`config.mk`:
```
export PLATFORM = sky130hd
export DESIGN_NAME = retStackPredictor
export DESIGN_NICKNAME = d
export VERILOG_FILES = /design/src/rtl/rasPkg.sv /design/src/rtl/rasRetDetect.sv /design/src/rtl/rasCtl.sv /design/src/rtl/rasData.sv /design/src/rtl/retStackPredictor.sv
export SDC_FILE = /design/constraint.sdc
export NUM_CORES = 1
export LEC_CHECK = 0
export BUFFER_PORTS_ARGS = -buffer_cell sky130_fd_sc_hd__clkbuf_2
export CORE_MARGIN = 1
export CORE_UTILIZATION = 55
export DETAILED_ROUTE_END_ITERATION = 10
export PLACE_DENSITY = 0.83
export SLEW_MARGIN = 20
export SYNTH_ARGS = -nofsm -noshare
export SYNTH_HDL_FRONTEND = slang
export SYNTH_SLANG_ARGS = --single-unit
```
`constraint.sdc`:
```
create_clock -name clk -period 4.95 [get_ports clk]
set_input_delay 0 -clock clk [delete_from_list [all_inputs] [get_ports clk]]
set_output_delay 0 -clock clk [all_outputs]
set_load 0.005 [all_outputs]
```
`src/rtl/rasPkg.sv`:
```
package rasPkg;
  localparam int RAS_DEPTH = 4;   // must be a power of two
  localparam int RAS_IDX_W = $clog2(RAS_DEPTH);
  localparam int RAS_ADDR_W = 32;
  localparam int RAS_IMM_W = 12;
  localparam int RAS_CNT_W = 16;
  localparam logic [3:0] PC_REG = 4'd15;
  localparam logic [3:0] SP_REG = 4'd13;
  localparam int RET_STEP = 4;

  // Strobes from the control to the datapath
  typedef struct packed {
    logic                 wrEn;
    logic [RAS_IDX_W-1:0] wrIdx;
    logic                 popOk;
    logic [RAS_IDX_W-1:0] rdIdx;
  } rasCtlT;
endpackage

```
`src/rtl/rasRetDetect.sv`:
```
module rasRetDetect
  import rasPkg::*;
#(
  parameter int IMM_W = RAS_IMM_W
) (
  input  logic             decValid,
  input  logic             decLoad,
  input  logic [3:0]       decDest,
  input  logic [3:0]       decBase,
  input  logic             decPostIdx,
  input  logic             decImmOff,
  input  logic             decUp,
  input  logic [IMM_W-1:0] decImm,
  output logic             isRet
);
  localparam logic [IMM_W-1:0] STEP = IMM_W'(RET_STEP);

  // single exact form, every field must match
  always_comb begin
    isRet = decValid && decLoad && (decDest == PC_REG) && (decBase == SP_REG)
         && decPostIdx && decImmOff && decUp && (decImm == STEP);
  end
endmodule

```
`src/rtl/rasCtl.sv`:
```
module rasCtl
  import rasPkg::*;
#(
  parameter int DEPTH = RAS_DEPTH,
  localparam int IDX_W = $clog2(DEPTH),
  localparam int DEPTH_W = $clog2(DEPTH + 1)
) (
  input  logic               clk,
  input  logic               rstN,
  input  logic               flushIn,
  input  logic               pushValid,
  input  logic               isRet,
  output rasCtlT             ctl,
  output logic [DEPTH_W-1:0] depth
);
  localparam logic [DEPTH_W-1:0] FULL = DEPTH_W'(DEPTH);

  logic [IDX_W-1:0] topPtr;
  logic pushReq, popReq, popOk;

  assign pushReq = pushValid && !flushIn;
  assign popReq  = isRet && !flushIn;
  assign popOk   = popReq && (depth != '0);

  always_comb begin
    ctl       = '0;
    ctl.popOk = popOk;
    ctl.rdIdx = topPtr;
    if (pushReq) begin
      ctl.wrEn  = 1'b1;
      ctl.wrIdx = popOk ? topPtr : topPtr + IDX_W'(1);
    end
  end

  always_ff @(posedge clk or negedge rstN) begin
    if (!rstN) begin
      topPtr <= '0;
      depth  <= '0;
    end else if (flushIn) begin
      topPtr <= '0;
      depth  <= '0;
    end else if (pushReq && popOk) begin
      topPtr <= topPtr;            // replace in place
    end else if (pushReq) begin
      topPtr <= topPtr + IDX_W'(1);  // wraps over the oldest slot when full
      if (depth != FULL) depth <= depth + DEPTH_W'(1);
    end else if (popOk) begin
      topPtr <= topPtr - IDX_W'(1);
      depth  <= depth - DEPTH_W'(1);
    end
  end

  // depth never passes the capacity
  always @(posedge clk) if (rstN) a_r3_depth_bound: assert (depth <= FULL);

  // a flush leaves the stack empty
  a_r6_flush_empty: assert property (@(posedge clk) disable iff (!rstN)
    flushIn |=> depth == '0);

  // push with a valid pop keeps the depth
  a_r5_replace_depth: assert property (@(posedge clk) disable iff (!rstN)
    (pushValid && isRet && !flushIn && depth != '0) |=> depth == $past(depth));
endmodule

```
`src/rtl/rasData.sv`:
```
module rasData
  import rasPkg::*;
#(
  parameter int DEPTH = RAS_DEPTH,
  parameter int ADDR_W = RAS_ADDR_W,
  parameter int CNT_W = RAS_CNT_W
) (
  input  logic              clk,
  input  logic              rstN,
  input  rasCtlT            ctl,
  input  logic [ADDR_W-1:0] pushAddr,
  input  logic              resolveValid,
  input  logic [ADDR_W-1:0] resolveTarget,
  output logic              predValid,
  output logic [ADDR_W-1:0] predTarget,
  output logic [CNT_W-1:0]  hitCount,
  output logic [CNT_W-1:0]  missCount
);
  localparam logic [ADDR_W-1:0] ALIGN_MASK = ~ADDR_W'(3);

  logic [ADDR_W-1:0] entries [DEPTH];
  logic [ADDR_W-1:0] lastTarget;
  logic              lastValid;

  // low two bits dropped on write
  always_ff @(posedge clk) begin
    if (ctl.wrEn) entries[ctl.wrIdx] <= pushAddr & ALIGN_MASK;
  end

  always_ff @(posedge clk or negedge rstN) begin
    if (!rstN) begin
      predValid  <= 1'b0;
      predTarget <= '0;
      lastValid  <= 1'b0;
      lastTarget <= '0;
    end else begin
      predValid <= ctl.popOk;
      if (ctl.popOk) begin
        predTarget <= entries[ctl.rdIdx];
        lastTarget <= entries[ctl.rdIdx];
        lastValid  <= 1'b1;
      end
    end
  end

  always_ff @(posedge clk or negedge rstN) begin
    if (!rstN) begin
      hitCount  <= '0;
      missCount <= '0;
    end else if (resolveValid) begin
      if (lastValid && resolveTarget == lastTarget) hitCount <= hitCount + CNT_W'(1);
      else missCount <= missCount + CNT_W'(1);
    end
  end

  logic [CNT_W-1:0] tallySum;
  assign tallySum = hitCount + missCount;

  // exactly one counter moves per resolve
  a_r7_one_tally: assert property (@(posedge clk) disable iff (!rstN)
    resolveValid |=> tallySum == $past(tallySum) + CNT_W'(1));
  a_r7_quiet: assert property (@(posedge clk) disable iff (!rstN)
    !resolveValid |=> $stable(hitCount) && $stable(missCount));

  // predictions are word aligned
  a_r8_aligned: assert property (@(posedge clk) disable iff (!rstN)
    predValid |-> predTarget[1:0] == 2'b00);
endmodule

```
`src/rtl/retStackPredictor.sv`:
```
module retStackPredictor
  import rasPkg::*;
#(
  parameter int DEPTH = RAS_DEPTH,
  parameter int ADDR_W = RAS_ADDR_W,
  parameter int IMM_W = RAS_IMM_W,
  parameter int CNT_W = RAS_CNT_W
) (
  input  logic              clk,
  input  logic              rstN,
  input  logic              flushIn,
  input  logic              pushValid,
  input  logic [ADDR_W-1:0] pushAddr,
  input  logic              decValid,
  input  logic              decLoad,
  input  logic [3:0]        decDest,
  input  logic [3:0]        decBase,
  input  logic              decPostIdx,
  input  logic              decImmOff,
  input  logic              decUp,
  input  logic [IMM_W-1:0]  decImm,
  input  logic              resolveValid,
  input  logic [ADDR_W-1:0] resolveTarget,
  output logic              predValid,
  output logic [ADDR_W-1:0] predTarget,
  output logic [CNT_W-1:0]  hitCount,
  output logic [CNT_W-1:0]  missCount
);
  localparam int DEPTH_W = $clog2(DEPTH + 1);

  logic               isRet;
  rasCtlT             ctl;
  logic [DEPTH_W-1:0] depth;

  rasRetDetect #(.IMM_W(IMM_W)) i_detect (
    .decValid(decValid), .decLoad(decLoad), .decDest(decDest), .decBase(decBase),
    .decPostIdx(decPostIdx), .decImmOff(decImmOff), .decUp(decUp), .decImm(decImm),
    .isRet(isRet)
  );

  rasCtl #(.DEPTH(DEPTH)) i_ctl (
    .clk(clk), .rstN(rstN), .flushIn(flushIn), .pushValid(pushValid),
    .isRet(isRet), .ctl(ctl), .depth(depth)
  );

  rasData #(.DEPTH(DEPTH), .ADDR_W(ADDR_W), .CNT_W(CNT_W)) i_data (
    .clk(clk), .rstN(rstN), .ctl(ctl), .pushAddr(pushAddr),
    .resolveValid(resolveValid), .resolveTarget(resolveTarget),
    .predValid(predValid), .predTarget(predTarget),
    .hitCount(hitCount), .missCount(missCount)
  );

  // a return on an empty stack yields no prediction
  a_r4_empty_no_pred: assert property (@(posedge clk) disable iff (!rstN)
    (isRet && depth == '0) |=> !predValid);

  // a return on a non-empty stack always predicts
  a_r2_pred_follows: assert property (@(posedge clk) disable iff (!rstN)
    (isRet && !flushIn && depth != '0) |=> predValid);
endmodule

```
==> results.json, run 1 <==
{
  "drcViolationCount": 0,
  "via_per_inst": 5.55,
  "cap_violations": 0,
  "start_util_pct": 56.1,
  "cp.required_ps": 5000,
  "rows": 43,
  "htreeDepth": 4,
  "wirelength_um": 16300,
  "cts_hold_buf": 34,
  "antenna-diode-count": 0,
  "synth_edf_count": 120,
  "post-route-period-util_pct": 65.1,
  "dp_hpwl_um": 10600,
  "num_io_pins": 159,
  "grt_usage_pct": 24.4,
  "post_cts_resized": 0,
  "drive_gt1_share_pct": 39.1,
  "numClockSinks": 189,
  "most-common-layout-cells": "clkbuf_2, edfxtp_1, dfrtp_1",
  "drtPass1Iterations": 4,
  "antenna_found_initial": 0,
  "grt_overflow": 0,
  "avgSynthCellArea_um2": 16.9,
  "drt-initial-drc-count": 290,
  "cts.reportedPaths.clkPinSlew_ps": 70,
  "finalHoldViolCount": 0,
  "placeableCoreArea_um2": 13800,
  "synth_warnings": 0,
  "final_util_pct": 70.2,
  "grt_max_degree": 70,
  "ys.flop_type": "edfxtp_1",
  "end_kind": "flop",
  "synthArstFlopShare_pct": 36.5,
  "cts_root_buf": "clkbuf_16",
  "vias": 4690,
  "clock_latency_ps": 430,
  "clock_path_buffers": 2,
  "status": "finished, final reports clean",
  "die_y_um": 121,
  "crit_path_start_kind": "flop",
  "rsz0062_at_grt": "false",
  "hold_class": "input pin to flop",
  "syn2layout_area_growth_pct": 25.2,
  "ant_nets": 0,
  "syn_area_um2": 7750,
  "wl_per_cell_um": 19.3,
  "setup_tns_ps": 0,
  "fin_crit_ps": 3220,
  "tightest_slew_ps": 1040,
  "grt_pass1_wl_um": 25600,
  "timing.fmax_ghz": 0.310,
  "nNetsFinal": 749,
  "die_area_um2": 14600,
  "cts_tree": "done",
  "power_mw": 3.56,
  "layout_commonest_cell": "clkbuf_2",
  "io_buffers": 154,
  "grt_pass1_vias": 4846,
  "numCtsBuffers": 17,
  "postCtsSetupBuffers": 0,
  "peakVddDrop_mv": 0.363,
  "report.final.slew_viol_count": 0,
  "p_per_area_nw_per_um2": 366,
  "fp.dieW_um": 121,
  "synth_cell_types": 41,
  "synth_cells": 460,
  "critPathMaxFanout": 38,
  "globalplace.congestion": 0.793,
  "worstPathArrival_ps": 3270,
  "path_class": "flop to flop",
  "setup_viol": 0,
  "synth-seq-area-share_pct": 68.8,
  "finClkSkew_ps": 10.5,
  "ys_ff_latch": 189,
  "relSlewSlack_pct": 30.7,
  "leakage_nw": 3.96
}
[power breakdown]
part | internal (mW) | total, mW | switching (mW)
clock network | 0.873 | 1.47 | 0.596
logic | 0.155 | 0.290 | 0.135
registers | 1.74 | 1.80 | 0.0542
[metrics by stage]
step           setup WS, ps  instance area (µm²)  hold slack [ps]  cells
2_1_floorplan          1520                 7750             -296    461
3_3_place_gp           1760                 8720              192    779
3_5_place_dp           1700                 8720              205    779
4_1_cts                1680                 9700             63.4    845
5_1_grt                1510                 9700             88.3    845
6_report               1730                 9700             76.0    845
[state kept, by name, indices dropped and copies added (netlist names)]
signal,count
i_ctl.depth,3
i_ctl.topPtr,2
i_data.entries,120
i_data.hitCount,16
i_data.lastValid,1
i_data.missCount,16
i_data.predTarget,30
i_data.predValid,1
[cell type report]
| type | count | area (µm²) |
|---|---|---|
| clock inverters | 13 | 203 |
| clock buffers | 19 | 443 |
| inverters | 12 | 45.0 |
| flip-flops and latches | 189 | 5330 |
| fillers | 875 | 4120 |
| multi-input cells | 241 | 2320 |
| well taps | 180 | 225 |
| repair buffers | 191 | 1140 |
[worst paths after layout]
path	start	to	slack [ps]	depth (start not counted)
min in group asynchronous	rstN	i_data.hitCount[8]	260	2
max reg2reg	i_ctl.depth[0]	i_data.entries[3][15]	1730	6
max in group asynchronous	rstN	i_ctl.topPtr[0]	4040	2
max	i_ctl.depth[0]	i_data.entries[3][15]	1730	6
min reg2reg	i_data.hitCount[15]	i_data.hitCount[15]	490	1
min	resolveTarget[23]	i_data.hitCount[15]	80	6
[critical path, cell delays in order, from the launching register on]
cell       delay, ps
dfrtp_1          410
or2_2            310
o2111ai_1        290
or2_4            580
xor2_1           260
nand2_1          170
nor2_4           800
[layer usage]
| layer | GRT usage (%) | vias up | wire length, µm |
|---|---|---|---|
| met5 | 0 | - | 0 |
| met4 | 7.56 | 0 | 278 |
| met3 | 7.59 | 20 | 971 |
| met2 | 41.7 | 168 | 8540 |
| met1 | 29.7 | 2373 | 6500 |
| li1 | - | 2129 | - |
[cell usage after synthesis (6+ instances only)]
cell | instances | share of area [%]
edfxtp_1 | 120 | 46
nor4_1 | 6 | 0.48
nor3_1 | 11 | 0.71
inv_1 | 12 | 0.58
nand3_1 | 14 | 0.90
xnor2_1 | 53 | 6.0
nand2_1 | 12 | 0.58
clkbuf_1 | 8 | 0.39
nor2_1 | 12 | 0.58
dfrtp_1 | 69 | 22
mux4_2 | 30 | 8.7
xor2_1 | 11 | 1.2
mux2_2 | 32 | 4.6
and3_1 | 6 | 0.48
nand4_1 | 17 | 1.4
[logic make-up (layout without fill, tap and decap cells)]
family / count (synthesis) / in the layout / share of synthesized area (%)
compound gates: 11 / 11 / 1.03
buf+inv: 31 / 235 / 1.78
mux: 62 / 62 / 13.4
flops: 189 / 189 / 68.8
xor+xnor: 64 / 64 / 7.23
fa+ha+maj: 3 / 3 / 0.581
simple gates: 99 / 99 / 7.20
other cells: 1 / 2 / 0.0484
(Power assumes the default switching activity.)
==> run 2, diff against run 1 <==
- ABC_AREA: default -> 1
- CORE_UTILIZATION: 55 -> 51
- PLACE_DENSITY: 0.83 -> 0.8
- clock period: 4.95 -> 2.85 ns (I/O delays scaled with it)
==> run 2 against run 1 <==
Clock power grew 67%. Utilization is 5.9 points lower. Clock skew grew 2.6 ps. First-iteration DRC count grew 55%. Fmax increased by 43%. Sequential cell count is the same. Combinational power grew to 2.5 times the previous value. Via count increased by 49%. Synthesized cell count increased by 100%. Power increased by 78%.
==> results.json, run 2 <==
{
  "status": "finished, final reports clean",
  "cp.required_ps": 2930,
  "crit_buf_inv": 3,
  "grt_usage_pct": 23.9,
  "critPathLaunch": "i_ctl.topPtr[0]",
  "crit_path_start_kind": "flop",
  "ant_nets": 0,
  "postCtsSetupBuffers": 0,
  "timing.fmax_ghz": 0.443,
  "cts_root_buf": "clkbuf_16",
  "synth_cells": 921,
  "drtPass1Iterations": 5,
  "synth.area.top_cells": "edfxtp_1, dfrtp_1, nand2_1, nand3_1, nor2_1",
  "worstPathArrival_ps": 2340,
  "avgSynthCellArea_um2": 9.56,
  "min-delay-start": "decBase[0]",
  "clock_path_buffers": 2,
  "via_per_inst": 5.23,
  "placeableCoreArea_um2": 16700,
  "io_buffers": 154,
  "cts_tree": "done",
  "grt_pass1_wl_um": 32600,
  "drcViolationCount": 0,
  "yosysTopAreaCellShare_pct": 40.9,
  "max_stage_delay_ps": 500,
  "largest_reg_flops": 120,
  "pre_cts_ws_ps": 609,
  "numClockSinks": 189,
  "wl_per_cell_um": 15.1,
  "rr_startpoint": "i_ctl.topPtr[0]",
  "grt_overflow": 0,
  "path_common_cell": "nand2_1",
  "tightest_slew_ps": 839,
  "worst_slack_ps": 591,
  "die_y_um": 133,
  "critPathTopFamily": "buffers and inverters",
  "peakVddDrop_mv": 0.491,
  "leakage_nw": 4.82,
  "relSlewSlack_pct": 44.1,
  "drt-initial-drc-count": 450,
  "setup_viol": 0,
  "most-common-layout-cells": "nand2_1, clkbuf_2, nand3_1",
  "synth-seq-area-share_pct": 60.5,
  "post-route-period-util_pct": 79.3,
  "fp.dieW_um": 133,
  "wirelength_um": 20100,
  "synth_warnings": 0,
  "die_area_um2": 17800,
  "cts.reportedPaths.clkPinSlew_ps": 80,
  "antenna_found_initial": 0,
  "p_per_area_nw_per_um2": 588,
  "htreeDepth": 4,
  "finalHoldViolCount": 0,
  "fin_crit_ps": 2260,
  "syn_area_um2": 8810,
  "critPathMaxFanout": 30,
  "clock_latency_ps": 440,
  "vias": 6977,
  "whs_ps": 162,
  "synth_edf_count": 120,
  "globalplace.congestion": 0.882,
  "yosys.cell_count.top_type": "nand2_1",
  "hold_class": "input pin to flop",
  "ys.flop_type": "edfxtp_1",
  "layout_commonest_cell": "nand2_1",
  "path_class": "flop to flop",
  "cap_violations": 0,
  "finClkSkew_ps": 13.1,
  "rsz0062_at_grt": "false",
  "largest-register": "i_data.entries",
  "syn2layout_area_growth_pct": 22.0,
  "nNetsFinal": 1198,
  "antenna-diode-count": 0,
  "start_util_pct": 52.7,
  "setup_tns_ps": 0,
  "reg_top3": "i_data.entries (120), i_data.predTarget (30)",
  "synthArstFlopShare_pct": 36.5,
  "drive_gt1_share_pct": 20.2,
  "synth_cell_types": 31,
  "numCtsBuffers": 17,
  "end_kind": "flop",
  "num_io_pins": 159,
  "yosys.area.top_type": "edfxtp_1",
  "rows": 47,
  "critPathSlowestCell": "dfrtp_2",
  "report.final.slew_viol_count": 0,
  "path_cells": "inv_1, nand2_1, nand2_1, inv_1, nand2_1, nand3_1, nor2_2, buf_4",
  "grt_pass1_vias": 6741,
  "ys_ff_latch": 189,
  "grt_max_degree": 54,
  "ys_top_cells_by_count": "nand2_1, nand3_1, edfxtp_1",
  "dp_hpwl_um": 13700
}
run 2: cell types whose count changed after synthesis, moves of 7 or more:
cell	previous run	this run
nor2_1	12	70
inv_1	12	63
nor3_1	11	4
mux2_2	32	0
nand4_1	17	36
xnor2_1	53	27
mux4_2	30	0
nand2_1	12	271
clkbuf_1	8	20
o21ai_0	0	17
nand2_2	0	10
nand3_1	14	146
xor2_1	11	23
run 2: metal layers:
metal / GRT usage, % / part of all wire [%]
met3: 4.95 / 6.8
met5: 0 / 0
met4: 9.53 / 1.9
met2: 40.0 / 50
met1: 30.4 / 41
run 2: worst reg2reg max path, cell delays in order, from the launching register on:
cell	delay (ps)
dfrtp_2	500
inv_1	440
nand2_1	100
nand2_1	110
inv_1	50
nand2_1	60
nand3_1	120
nor2_2	110
buf_4	400
run 2: path summary, 6_finish.rpt:
kind / endpoint / slack (ps) / depth (start not counted)
setup / recovery: i_data.entries[3][8] / 590 / 8
hold / removal: i_ctl.depth[2] / 160 / 6
setup reg to reg: i_data.entries[3][8] / 590 / 8
hold reg to reg: i_data.lastValid / 510 / 1
max in group asynchronous: i_ctl.topPtr[1] / 1980 / 3
min in group asynchronous: i_data.missCount[5] / 200 / 2
run 2: power by group:
part | internal (mW) | total [mW] | switching, mW | leakage, nW
Clock | 1.34 | 2.46 | 1.12 | 0.299
Combinational | 0.268 | 0.731 | 0.463 | 2.58
Sequential | 3.04 | 3.12 | 0.0847 | 1.94
Total | 4.65 | 6.32 | 1.67 | 4.82
run 2: final cells by class:
type | count | area, µm²
timing repair buffer | 199 | 1200
inverter | 71 | 267
multi-input combinational | 623 | 3040
clock buffer | 17 | 425
sequential | 189 | 5330
fill | 1351 | 5960
clock inverter | 15 | 201
tap | 220 | 275
run 2: through the flow:
stage / total power, mW / utilization [%] / cell area, µm² / std cells
3_5_place_dp: 3.87 / 58.6 / 9790 / 1269
5_1_grt: 6.54 / 64.3 / 10700 / 1334
2_1_floorplan: 3.58 / - / 8820 / 922
3_3_place_gp: 3.85 / 58.6 / 9790 / 1269
4_1_cts: 6.35 / 64.3 / 10700 / 1334
6_report: 6.32 / 64.3 / 10700 / 1334
run 2: what timing repair did:
item                                   4_1_cts  5_1_grt
setup endpoints to repair                    0        0
hold buffers                                33        0
resized for setup                            0        0
endpoints found under the hold margin      159        0
run 2: logic make-up (layout without fill, tap and decap cells):
kind of cell,after synthesis,in the layout,synth area share (%)
other cells,1,2,0.0426
xor+xnor,50,50,4.97
fa+ha+maj,3,3,0.511
flops,189,189,60.5
buf+inv,110,302,5.24
compound gates,22,22,1.25
simple gates,546,546,27.5
